`src/rtl/dual_alarm_pkg.sv`:
```
package dual_alarm_pkg;

    localparam int FIELDS     = 6;
    localparam int BCD_W      = 8;
    localparam int NUM_ALARMS = 2;

    localparam logic [7:0] A1_BASE   = 8'h20;
    localparam logic [7:0] A2_BASE   = 8'h80;
    localparam logic [7:0] STAT_OFS  = 8'h44;
    localparam logic [7:0] IEN_OFS   = 8'h48;
    localparam logic [7:0] WKEN_OFS  = 8'h7C;
    localparam logic [7:0] PCTL_OFS  = 8'h98;

    localparam int ST_TMR = 2;
    localparam int ST_A1  = 6;
    localparam int ST_A2  = 7;
    localparam int IE_TMR = 2;
    localparam int IE_A1  = 3;
    localparam int IE_A2  = 4;
    localparam int WK_A1  = 1;
    localparam int PC_EN  = 16;

    typedef enum logic [1:0] {
        SEQ_IDLE   = 2'd0,
        SEQ_SETTLE = 2'd1,
        SEQ_CMP    = 2'd2
    } seq_state_e;

    typedef enum logic {
        PWR_ON  = 1'b0,
        PWR_OFF = 1'b1
    } pwr_state_e;

endpackage

```
`src/rtl/alarm_bank.sv`:
```
module alarm_bank
    import dual_alarm_pkg::*;
#(
    parameter int                ADDR_W  = 8,
    parameter int                FLD_N   = FIELDS,
    parameter int                FLD_W   = BCD_W,
    parameter int                STRIDE  = 4,
    parameter logic [ADDR_W-1:0] BASE    = '0
) (
    input  logic                     clk,
    input  logic                     rst_n,
    input  logic                     wr_en,
    input  logic [ADDR_W-1:0]        wr_addr,
    input  logic [FLD_W-1:0]         wr_byte,
    input  logic [FLD_N*FLD_W-1:0]   now_vec,
    output logic                     match
);

    logic [FLD_N-1:0] fld_eq;

    for (genvar f = 0; f < FLD_N; f++) begin : g_fld
        localparam logic [ADDR_W-1:0] OFS = ADDR_W'(int'(BASE) + f * STRIDE);
        logic [FLD_W-1:0] val_q;

        always_ff @(posedge clk or negedge rst_n) begin
            if (!rst_n) begin
                val_q <= '0;
            end else if (wr_en && (wr_addr == OFS)) begin
                val_q <= wr_byte;
            end
        end

        assign fld_eq[f] = (val_q == now_vec[f*FLD_W +: FLD_W]);
    end

    assign match = &fld_eq;

endmodule

```
`src/rtl/alarm_seq.sv`:
```
module alarm_seq
    import dual_alarm_pkg::*;
(
    input  logic clk,
    input  logic rst_n,
    input  logic tick,
    output logic cmp_now
);

    seq_state_e st_q, st_d;

    always_ff @(posedge clk or negedge rst_n) begin
        if (!rst_n) begin
            st_q <= SEQ_IDLE;
        end else begin
            st_q <= st_d;
        end
    end

    always_comb begin
        st_d = st_q;
        unique case (st_q)
            SEQ_IDLE:   if (tick) st_d = SEQ_SETTLE;
            SEQ_SETTLE: st_d = SEQ_CMP;
            SEQ_CMP:    st_d = SEQ_IDLE;
            default:    st_d = SEQ_IDLE;
        endcase
    end

    always_comb begin
        cmp_now = (st_q == SEQ_CMP);
    end

endmodule

```
`src/rtl/pwr_ctrl.sv`:
```
module pwr_ctrl
    import dual_alarm_pkg::*;
(
    input  logic clk,
    input  logic rst_n,
    input  logic armed,
    input  logic a2_evt,
    output logic pwr_en
);

    pwr_state_e st_q, st_d;

    always_ff @(posedge clk or negedge rst_n) begin
        if (!rst_n) begin
            st_q <= PWR_ON;
        end else begin
            st_q <= st_d;
        end
    end

    always_comb begin
        st_d = st_q;
        unique case (st_q)
            PWR_ON:  if (armed && a2_evt) st_d = PWR_OFF;
            PWR_OFF: st_d = PWR_OFF;
            default: st_d = PWR_ON;
        endcase
    end

    always_comb begin
        pwr_en = (st_q == PWR_ON);
    end

endmodule

```
`src/rtl/dual_alarm_ctrl.sv`:
```
module dual_alarm_ctrl
    import dual_alarm_pkg::*;
#(
    parameter int ADDR_W = 8,
    parameter int DATA_W = 32,
    parameter int STAT_W = 8
) (
    input  logic              clk,
    input  logic              rst_n,
    input  logic              wr_en,
    input  logic [ADDR_W-1:0] wr_addr,
    input  logic [DATA_W-1:0] wr_data,
    input  logic              tick,
    input  logic [7:0]        now_sec,
    input  logic [7:0]        now_min,
    input  logic [7:0]        now_hour,
    input  logic [7:0]        now_day,
    input  logic [7:0]        now_mon,
    input  logic [7:0]        now_year,
    output logic              irq,
    output logic              wake,
    output logic              pwr_en,
    output logic [STAT_W-1:0] status
);

    localparam logic [STAT_W-1:0] STAT_MASK =
        STAT_W'((1 << ST_A2) | (1 << ST_A1) | (1 << ST_TMR));
    localparam logic [ADDR_W-1:0] BANK_BASE [NUM_ALARMS] = '{
        ADDR_W'(A1_BASE), ADDR_W'(A2_BASE)
    };

    logic [FIELDS*BCD_W-1:0] now_vec;
    logic [NUM_ALARMS-1:0]   hit;
    logic                    cmp_now;
    logic                    a1_evt;
    logic                    a2_evt;
    logic [STAT_W-1:0]       stat_q;
    logic [STAT_W-1:0]       set_v;
    logic [STAT_W-1:0]       clr_v;
    logic [IE_A2:IE_TMR]     ien_q;
    logic                    wken_q;
    logic                    pctl_q;
    logic                    unused_bits;

    assign now_vec = {now_year, now_mon, now_day, now_hour, now_min, now_sec};

    for (genvar a = 0; a < NUM_ALARMS; a++) begin : g_bank
        alarm_bank #(
            .ADDR_W (ADDR_W),
            .FLD_N  (FIELDS),
            .FLD_W  (BCD_W),
            .STRIDE (4),
            .BASE   (BANK_BASE[a])
        ) bank_i (
            .clk     (clk),
            .rst_n   (rst_n),
            .wr_en   (wr_en),
            .wr_addr (wr_addr),
            .wr_byte (wr_data[BCD_W-1:0]),
            .now_vec (now_vec),
            .match   (hit[a])
        );
    end

    alarm_seq seq_i (
        .clk     (clk),
        .rst_n   (rst_n),
        .tick    (tick),
        .cmp_now (cmp_now)
    );

    assign a1_evt = cmp_now && hit[0];
    assign a2_evt = cmp_now && hit[1];

    always_comb begin
        set_v         = '0;
        set_v[ST_TMR] = cmp_now;
        set_v[ST_A1]  = a1_evt;
        set_v[ST_A2]  = a2_evt;
        clr_v = (wr_en && (wr_addr == ADDR_W'(STAT_OFS))) ? wr_data[STAT_W-1:0] : '0;
    end

    always_ff @(posedge clk or negedge rst_n) begin
        if (!rst_n) begin
            stat_q <= '0;
        end else begin
            stat_q <= ((stat_q & ~clr_v) | set_v) & STAT_MASK;
        end
    end

    always_ff @(posedge clk or negedge rst_n) begin
        if (!rst_n) begin
            ien_q  <= '0;
            wken_q <= 1'b0;
            pctl_q <= 1'b0;
        end else if (wr_en) begin
            if (wr_addr == ADDR_W'(IEN_OFS))  ien_q  <= wr_data[IE_A2:IE_TMR];
            if (wr_addr == ADDR_W'(WKEN_OFS)) wken_q <= wr_data[WK_A1];
            if (wr_addr == ADDR_W'(PCTL_OFS)) pctl_q <= wr_data[PC_EN];
        end
    end

    pwr_ctrl pwr_i (
        .clk    (clk),
        .rst_n  (rst_n),
        .armed  (pctl_q),
        .a2_evt (a2_evt),
        .pwr_en (pwr_en)
    );

    always_comb begin
        irq = (stat_q[ST_A1]  && ien_q[IE_A1])
           || (stat_q[ST_A2]  && ien_q[IE_A2])
           || (stat_q[ST_TMR] && ien_q[IE_TMR]);
        wake   = stat_q[ST_A1] && wken_q;
        status = stat_q;
    end

    assign unused_bits = ^{wr_data[DATA_W-1:PC_EN+1], wr_data[PC_EN-1:STAT_W]};

endmodule

```
`config.mk`:
```
export PLATFORM = sky130hd
export DESIGN_NAME = dual_alarm_ctrl
export DESIGN_NICKNAME = d
export VERILOG_FILES = /design/src/rtl/dual_alarm_pkg.sv /design/src/rtl/alarm_bank.sv /design/src/rtl/alarm_seq.sv /design/src/rtl/pwr_ctrl.sv /design/src/rtl/dual_alarm_ctrl.sv
export SDC_FILE = /design/constraint.sdc
export NUM_CORES = 1
export LEC_CHECK = 0
export BUFFER_PORTS_ARGS = -buffer_cell sky130_fd_sc_hd__buf_2
export CORE_MARGIN = 1
export CORE_UTILIZATION = 33
export DETAILED_ROUTE_END_ITERATION = 12
export GPL_TIMING_DRIVEN = 0
export HOLD_SLACK_MARGIN = 0.12
export PLACE_DENSITY_LB_ADDON = 0.08
export SKIP_CTS_REPAIR_TIMING = 1
export SYNTH_ARGS = -nofsm -noshare
export SYNTH_HDL_FRONTEND = slang
export SYNTH_HIERARCHICAL = 1
export SYNTH_SLANG_ARGS = --single-unit
```
`constraint.sdc`:
```
create_clock -name clk -period 1.58 [get_ports clk]
set_input_delay 0.158 -clock clk [delete_from_list [all_inputs] [get_ports clk]]
set_output_delay 0.158 -clock clk [all_outputs]
set_load 0.05 [all_outputs]
```
Word level (Yosys, flattened, before mapping). Cells that the tools add are included.

Muxes and demuxes: 5. Reductions and logical operators: 28. Bitwise gates (word level): 4. Eq/ne operators: 31.

Operators with widths (count): $eq A8 B8 Y1 (12); $eq A8 B8 Y1 const B (7); $eq A8 B6 Y1 const B (6); $eq A8 B7 Y1 const B (3); $logic_and A1 B1 Y1 (20); $reduce_and A6 Y1 (2); $and A8 B8 Y8 (1); $mux W8 (1); $not A8 Y8 (1); $or A8 B8 Y8 (1); $reduce_and A2 Y1 (3); $pmux W2 S2 (1); $eq A2 B1 Y1 const B (1); $eq A2 B2 Y1 const B (1); $logic_not A2 Y1 (1); $logic_or A1 B1 Y1 (2); $mux W2 (1); $ne A2 B2 Y1 const B (1); $pmux W1 S2 (1); $mux W1 (1); $not A1 Y1 (1).

Word-level logic and storage cells: 86. Input bits: 92. Register bits after elaboration: 107.

Longest topological paths before layout. Gate-level depths: netlist of run 1.

Word-level depth: 6. Gate-level depth with buffers: 6.

Hierarchy. The synthesis of run 1 kept the hierarchy.

Modules (own cells, without submodules): alarm_bank (seq. area each 1201.2 um^2, instances 2, cells an instance 174, area an instance 2416.1 um^2); dual_alarm_ctrl (seq. area each 200.2 um^2, instances 1, cells an instance 38, area an instance 466.7 um^2); alarm_seq (seq. area each 50.0 um^2, instances 1, cells an instance 5, area an instance 75.1 um^2); pwr_ctrl (seq. area each 25.0 um^2, instances 1, cells an instance 3, area an instance 36.3 um^2).

Worst setup path before layout of run 1. OpenSTA, ideal clock, no wires.

Path type: input-to-reg. From: input port wr_addr[6]. To: register g_bank[0].bank_i.g_fld[2].val_q[0]. Stages: 5. Data required time: 1455 ps. Library setup time: 125 ps. Buffers on the path: 1. Arrival: 1262 ps. Slack: 193 ps. Cell sequence: nand4bb_4 > nor2_1 > and4b_1 > buf_4 > mux2_2.

Cells in the longest elaborated chain, start to end: 2.

RTL lines: start, declared (line dual_alarm_ctrl.sv:11) `input logic [ADDR_W-1:0] wr_addr,`; $eq A8 B6 Y1 (line alarm_bank.sv:28) `end else if (wr_en && (wr_addr == OFS)) begin`; $logic_and A1 B1 Y1 (line alarm_bank.sv:28); end signal, assigned (line alarm_bank.sv:29) `val_q <= wr_byte;`; end, declared (line alarm_bank.sv:23) `logic [FLD_W-1:0] val_q;`.

Every way passes these cells. A chain may end at the register's enable or synchronous reset.

Worst setup path after layout of run 1.
From: register g_bank[1].bank_i.g_fld[3].val_q[5]. To: register pwr_i.st_q.

Cells in the longest elaborated chain, start to end: 6.

RTL lines: start, declared (line alarm_bank.sv:23); start signal, assigned (line alarm_bank.sv:29); $eq A8 B8 Y1 (line alarm_bank.sv:33) `assign fld_eq[f] = (val_q == now_vec[f*FLD_W +: FLD_W]);`; $reduce_and A6 Y1 (line alarm_bank.sv:36) `assign match = &fld_eq;`; net hit[1] (line dual_alarm_ctrl.sv:33) `logic [NUM_ALARMS-1:0] hit;`; $logic_and A1 B1 Y1 (line dual_alarm_ctrl.sv:73) `assign a2_evt = cmp_now && hit[1];`; net a2_evt (line dual_alarm_ctrl.sv:36) `logic a2_evt;`; $logic_and A1 B1 Y1 (line pwr_ctrl.sv:24) `PWR_ON: if (armed && a2_evt) st_d = PWR_OFF;`; $mux W1 (line pwr_ctrl.sv:24); $pmux W1 S2 (line pwr_ctrl.sv:23) `unique case (st_q)`; net pwr_i.st_d (line pwr_ctrl.sv:11) `pwr_state_e st_q, st_d;`; end signal, assigned (line pwr_ctrl.sv:17) `st_q <= st_d;`; end, declared (line pwr_ctrl.sv:11).

The timed path passes the listed nets, and every way through them passes these cells.

==> results.md, run 1 <==
- Mean Syn Cell Area: 13.7 µm²
- DRT Pass-1 Iters: 4
- Share of cells above drive strength 1: 0.471
- Worst Path Arrival: 2.01 ns
- Die area: approximately 17000 µm²
- Post-detailed-route count of antenna-violating nets: 0
- CTS sink cnt: 107
- Final GP Congestion: 0.703
- Antenna cell count: 0
- Root Driver: clkbuf_16
- Residual DRC: 0
- Post-Route WL: roughly 14 mm
- CTS tree: yes
- Hold path cells: 3
- Yosys cell types: 28
- Worst hold endpoint: pctl_q
- Pre-CTS WS: -0.417 ns
- Max Cap Violations: 0
- CP max FO: 2
- Post-synth EDFFs: 0
- Syn Inst Count: 394
- Power Total: a little under 6 mW
- #FFs+latches synth: 107
- Clock Latency Late Sink: around 0.35 ns
- Synthesized area: 5410 µm²
- WP data required: 1.87 ns
- Detailed-route via count: 3382
- Post-DP HPWL: between 9 and 10 mm
- Routed WL per cell: 19.3 µm
- Initial Util: 0.339
- Vias/cell: 4.77
- IO Pins: just over 100
- CP Launch Type: flip-flop
- Top post-synthesis cells by area: dfrtp_1, mux2_2, xor2_1
- Largest area contributor in the netlist: dfrtp_1
- Total GRT Usage: 0.176
- Final setup margin: -0.140 ns
- Final Cell Area: 6520 µm²
- FF-to-FF path depth: 6
- Area fraction of the dominant cell type after synthesis: 0.495
- First-pass GRT wire length: between 20 and 25 mm
- Max Root-Sink Buffers: 2
- Worst clock skew: 0.00600 ns
- Worst Hold Class: primary input to flip-flop
- Post-synth ARST share: 1.00
- Fin nets: 581
- Max rail drop VDD: 0.509 mV
- Kind of critical path: flip-flop to flip-flop
- Die H: between 100 and 150 µm
- Register area share after synthesis: 0.495
- Capturing element type of the critical path: flip-flop
- Pwr dens: 898 nW/µm²
- Final Max Slew Viols: 0
- Initial antenna violation count: 0
- Worst R2R End: pwr_i/st_q
- Port Buffers: 74
- Final Hold Fails: 0
- RSZ-0062 raised after global routing: true
- Die X: 130 µm
- Leakage power: 3.35 nW
- Post-DP Area: 6100 µm²
- WHS: roughly 0.25 ns
- Worst r2r src: g_bank[1].bank_i/g_fld[3].val_q[5]
- CTS Buf Count: 9
- Synth Flop Type: dfrtp_1
- Area grow syn2layout: 20.5%
- Core area: 15900 µm²
- Outcome: complete, but fails checks
- Largest net degree at the start of global routing: 62
- Vias in the first global route: 3555
- Fmax: 581 MHz
- Site Rows: 46
- Synthesis Warnings: 6
- Rel. slew slack: 0.473
- Failing checks: negative setup slack
- Register-to-register setup slack: -0.14 ns
- Final setup viols: 3
- Overflow after GRT: 0
- Hold_sp: wr_en
- Tmin final: 1.72 ns
- Actual slew at the worst max-slew pin: 0.787 ns
- H-tree levels: 3
- DR iter-0 viols: about 130
- CTS clk-pin slew, worst paths: 0.07 ns
- Fill count: 1550
- Final worst path period share: 1.09
-- synth_stat cells, types with 2 or more instances --
cell / number
a21o_1: 3
and2_1: 2
and4b_1: 3
and4bb_2: 2
buf_4: 7
clkbuf_1: 2
dfrtp_1: 107
inv_1: 2
mux2_2: 101
nand2_1: 2
nand3_2: 2
nand4_1: 7
nand4_2: 5
nand4b_1: 3
nand4b_2: 2
nand4bb_4: 2
nor2_1: 5
nor2b_1: 3
nor3_1: 4
nor3_4: 2
nor4_1: 24
nor4b_4: 3
xor2_1: 96
-- worst max-delay path: stages (launching register included) --
cell     delay (ns)
dfrtp_1        0.38
xor2_1         0.15
nor4_2         0.38
nand4_1        0.22
nor3_2         0.25
and2_4         0.17
a21o_1         0.10
-- through the flow --
step,TNS [ns],cells,utilization
final,-0.350,709,0.409
after global routing,-0.575,709,0.409
after CTS,-1.22,704,0.400
after detailed placement,-17.28,689,0.382
after global placement,-121.16,688,0.380
after floorplan,0,398,-
-- worst max path at each step --
stage	startpoint	endpoint	cells after the start
floorplan	wr_addr[6]	g_bank[0].bank_i/g_fld[2].val_q[0]	5
global placement	rst_n	g_bank[0].bank_i/g_fld[4].val_q[5]	1
detailed placement	g_bank[0].bank_i/g_fld[3].val_q[5]	status[6]	5
CTS	g_bank[0].bank_i/g_fld[3].val_q[5]	status[6]	5
global route	g_bank[1].bank_i/g_fld[3].val_q[5]	pwr_i/st_q	6
finish	g_bank[1].bank_i/g_fld[3].val_q[5]	pwr_i/st_q	6
-- cells by family (layout without fill, tap and decap cells) --
| family | count (synthesis) | count (layout) | share of synthesized area |
|---|---|---|---|
| other | 1 | 5 | 0.000693 |
| buffers and inverters | 11 | 106 | 0.0125 |
| AOI/OAI and AO/OA | 5 | 5 | 0.00763 |
| muxes | 101 | 101 | 0.210 |
| and+or+nand+nor | 73 | 73 | 0.119 |
| xor gates and xnor gates | 96 | 96 | 0.155 |
| DFF | 107 | 107 | 0.495 |
-- placed cells by master, fill, tap and decap left out, types with 3 or more instances in the layout --
master         instances
dfrtp_1              107
mux2_2               101
xor2_1                96
buf_2                 72
nor4_1                13
nor4_2                11
buf_4                  9
clkbuf_16              9
nand4_1                7
nor2_1                 5
nand4_2                5
conb_1                 5
nor4b_4                3
nand4b_1               3
a21o_1                 3
nor2b_1                3
and4b_1                3
clkbuf_1               3
clkbuf_8               3
dlygate4sd3_1          3
-- registers in the layout (all words and copies together), names as in the netlist --
signal and flops:
g_bank.bank_i/g_fld.val_q 96, ien_q 3, pctl_q 1, wken_q 1, status 3, seq_i/st_q 2, pwr_i/st_q 1
-- area by class of cell --
cell class | instances | area, µm² | area share
Multi-Input combinational cell | 280 | 2760 | 0.423
Sequential cell | 107 | 2680 | 0.411
Timing Repair Buffer | 80 | 464 | 0.0712
Clock buffer | 13 | 270 | 0.0414
Tap cell | 216 | 270 | 0.0414
Buffer | 9 | 60.1 | 0.00921
Clock inverter | 2 | 10.0 | 0.00153
Inverter | 2 | 7.51 | 0.00115
-- metal layers --
metal  wire length, µm  GRT usage  up-vias
li1                  -          -     1606
met1              6610      0.241     1688
met2              6360      0.275       72
met3               483     0.0308       16
met4               259     0.0698        0
met5                 0          0        -
-- power by group --
part           total [mW]  internal [mW]  switching [mW]
Sequential           2.95           2.87          0.0837
Clock                2.18           1.19           0.997
Combinational       0.723          0.317           0.406
Total                5.86           4.37            1.49
Power figures use the tool's default switching activity.
==> inputs of run 2 (changes only) <==
- BUFFER_PORTS_ARGS: -buffer_cell sky130_fd_sc_hd__buf_2 -> -buffer_cell sky130_fd_sc_hd__clkbuf_2
- MAX_ROUTING_LAYER: unset -> met4
==> run 2 against run 1 <==
  * The flow still finishes with violations (negative setup slack)
  * Via count up 1.0%
  * First-iteration DRC count down 14%
  * Sequential share of layout area down 0.28 points
==> results.md, run 2 (synthesis gave the netlist of run 1 again) <==
- Share of cells above drive strength 1: 0.477 (+0.00618)
- DR iter-0 viols: 108 (-14%)
- Core area: 15900 µm² (unchanged)
- Failing checks: negative setup slack
- Final setup viols: 3 (unchanged)
- WHS: 0.295 ns (+0.0467 ns)
- Final GP Congestion: 0.710 (+1.1%)
- Vias in the first global route: 3622 (+1.9%)
- Pwr dens: 915 nW/µm² (+1.8%)
- Final worst path period share: 1.07 (-0.0181)
- H-tree levels: 3 (unchanged)
- WP data required: 1.87 ns (about the same)
- Tmin final: 1.69 ns (-0.0287 ns)
- Max rail drop VDD: 0.502 mV (-1.4%)
- CP max FO: 2 (unchanged)
- Fin nets: 582 (+0.17%)
- Post-DP Area: 6070 µm² (-0.35%)
- Actual slew at the worst max-slew pin: 0.915 ns (+0.128 ns)
- CTS sink cnt: 107 (unchanged)
- Critical-path cell list: xor2_1, nor4_2, nand4_1, nor3_2, and2_4, a21o_1
- RSZ-0062 raised after global routing: true
- CTS clk-pin slew, worst paths: 0.07 ns (about the same)
- Max Cap Violations: 0 (unchanged)
- Root Driver: clkbuf_16
- Site Rows: 46 (unchanged)
- Die X: 130 µm (unchanged)
- Initial antenna violation count: 0 (unchanged)
- Kind of critical path: flip-flop to flip-flop
- Worst Path Arrival: 1.98 ns (-0.03 ns)
- Final setup margin: -0.111 ns (+0.0287 ns)
- Final Max Slew Viols: 0 (unchanged)
- Largest net degree at the start of global routing: 108 (+74%)
- Overflow after GRT: 0 (unchanged)
- Clock Latency Late Sink: 0.35 ns (about the same)
- Die area: 16900 µm² (unchanged)
- Largest register FFs: 96 (unchanged)
- Total GRT Usage: 0.181 (+0.00517)
- Detailed-route via count: 3417 (+1.0%)
- CP Launch Type: flip-flop
- First-pass GRT wire length: 21.1 mm (+0.26%)
- Fill count: 1546 (-0.26%)
- Fmax: 591 MHz (+1.7%)
- Leakage power: 3.39 nW (+1.2%)
- Vias/cell: 4.81 (+0.75%)
- Post-Route WL: 13.7 mm (about the same)
- CTS tree: yes
- Slowest stage delay, CP: 0.38 ns (about the same)
- Port Buffers: 74 (unchanged)
- Routed WL per cell: 19.3 µm (-0.37%)
- Capturing element type of the critical path: flip-flop
- CTS Buf Count: 9 (unchanged)
- Final Hold Fails: 0 (unchanged)
- Post-DP HPWL: 9.37 mm (-2.0%)
- Max Root-Sink Buffers: 2 (unchanged)
- IO Pins: 103 (unchanged)
- Residual DRC: 0 (unchanged)
- Worst clock skew: 0.00745 ns (+0.00145 ns)
- Register area: 2680 µm² (unchanged)
- Area grow syn2layout: 21.4%
- Antenna cell count: 0 (unchanged)
- Slowest stage cell on the critical path: dfrtp_1
- Outcome: complete, but fails checks
- Post-detailed-route count of antenna-violating nets: 0 (unchanged)
- Rel. slew slack: 0.390 (-0.0830)
- Die H: 130 µm (unchanged)
- Worst Hold Class: primary input to flip-flop
- Final Cell Area: 6570 µm² (+0.69%)
- DRT Pass-1 Iters: 4 (unchanged)
- Post-layout util: 0.412 (+0.00283)
- Fin Setup TNS: -0.302 ns (+0.0475 ns)
- Multi-input logic area: 2790 µm² (+1.1%)
- Biggest register: g_bank.bank_i/g_fld.val_q
- Most frequent cells in the layout: dfrtp_1, mux2_2, xor2_1
- Commonest non-fill, non-tap cell in the layout: dfrtp_1
- Initial Util: 0.339 (unchanged)
run 2: cell count changes in the layout (fill, tap and decap cells not counted), sizes merged:
cell    delta
buf       -72
clkbuf    +72
bufinv     +1
clkinv     +1
run 2: metal layers:
layer	routed length [µm]	GRT usage
met1	6740	0.242
met2	6390	0.280
met4	246	0.0718
met5	0	-
met3	319	0.0201
run 2: path summary, 6_finish.rpt:
kind / startpoint / to / slack (ns) / depth (start not counted)
worst max-delay path: g_bank[1].bank_i/g_fld[3].val_q[5] / pwr_i/st_q / -0.11 / 6
worst min-delay path: wr_addr[2] / pctl_q / 0.29 / 4
worst max register to register: g_bank[1].bank_i/g_fld[3].val_q[5] / pwr_i/st_q / -0.11 / 6
worst min register to register: pwr_i/st_q / pwr_i/st_q / 0.46 / 1
max in group asynchronous: rst_n / g_bank[1].bank_i/g_fld[1].val_q[5] / 0.44 / 2
min in group asynchronous: rst_n / g_bank[0].bank_i/g_fld[1].val_q[4] / 0.49 / 2
run 2: worst max-delay path, delay by kind of cell (launching register included):
kind | cells | cell delay, ns
XOR/XNOR | 1 | 0.15
AO/OA/AOI/OAI | 1 | 0.10
AND/OR/NAND/NOR | 4 | 1.00
flip-flops | 1 | 0.38
run 2: final cells by class:
cell class | instances | area share
plain buffers | 9 | 0.00915
clock buffers | 12 | 0.0391
clock inverters | 4 | 0.00743
inverters | 2 | 0.00114
multi-input cells | 280 | 0.425
flip-flops and latches | 107 | 0.408
well taps | 216 | 0.0412
repair buffers | 81 | 0.0692
run 2: where the power goes:
part	total (mW)	switching (mW)	internal, mW
clock network	2.33	1.01	1.31
registers	2.95	0.0844	2.87
logic	0.724	0.412	0.312
run 2: per-stage QoR:
stage | setup WS, ns | cells | power [mW]
2_1_floorplan | 0.193 | 398 | 3.35
3_3_place_gp | -1.29 | 688 | 3.68
3_5_place_dp | -0.385 | 688 | 3.70
4_1_cts | -0.407 | 704 | 6.07
5_1_grt | -0.232 | 711 | 6.28
6_report | -0.111 | 711 | 6.01
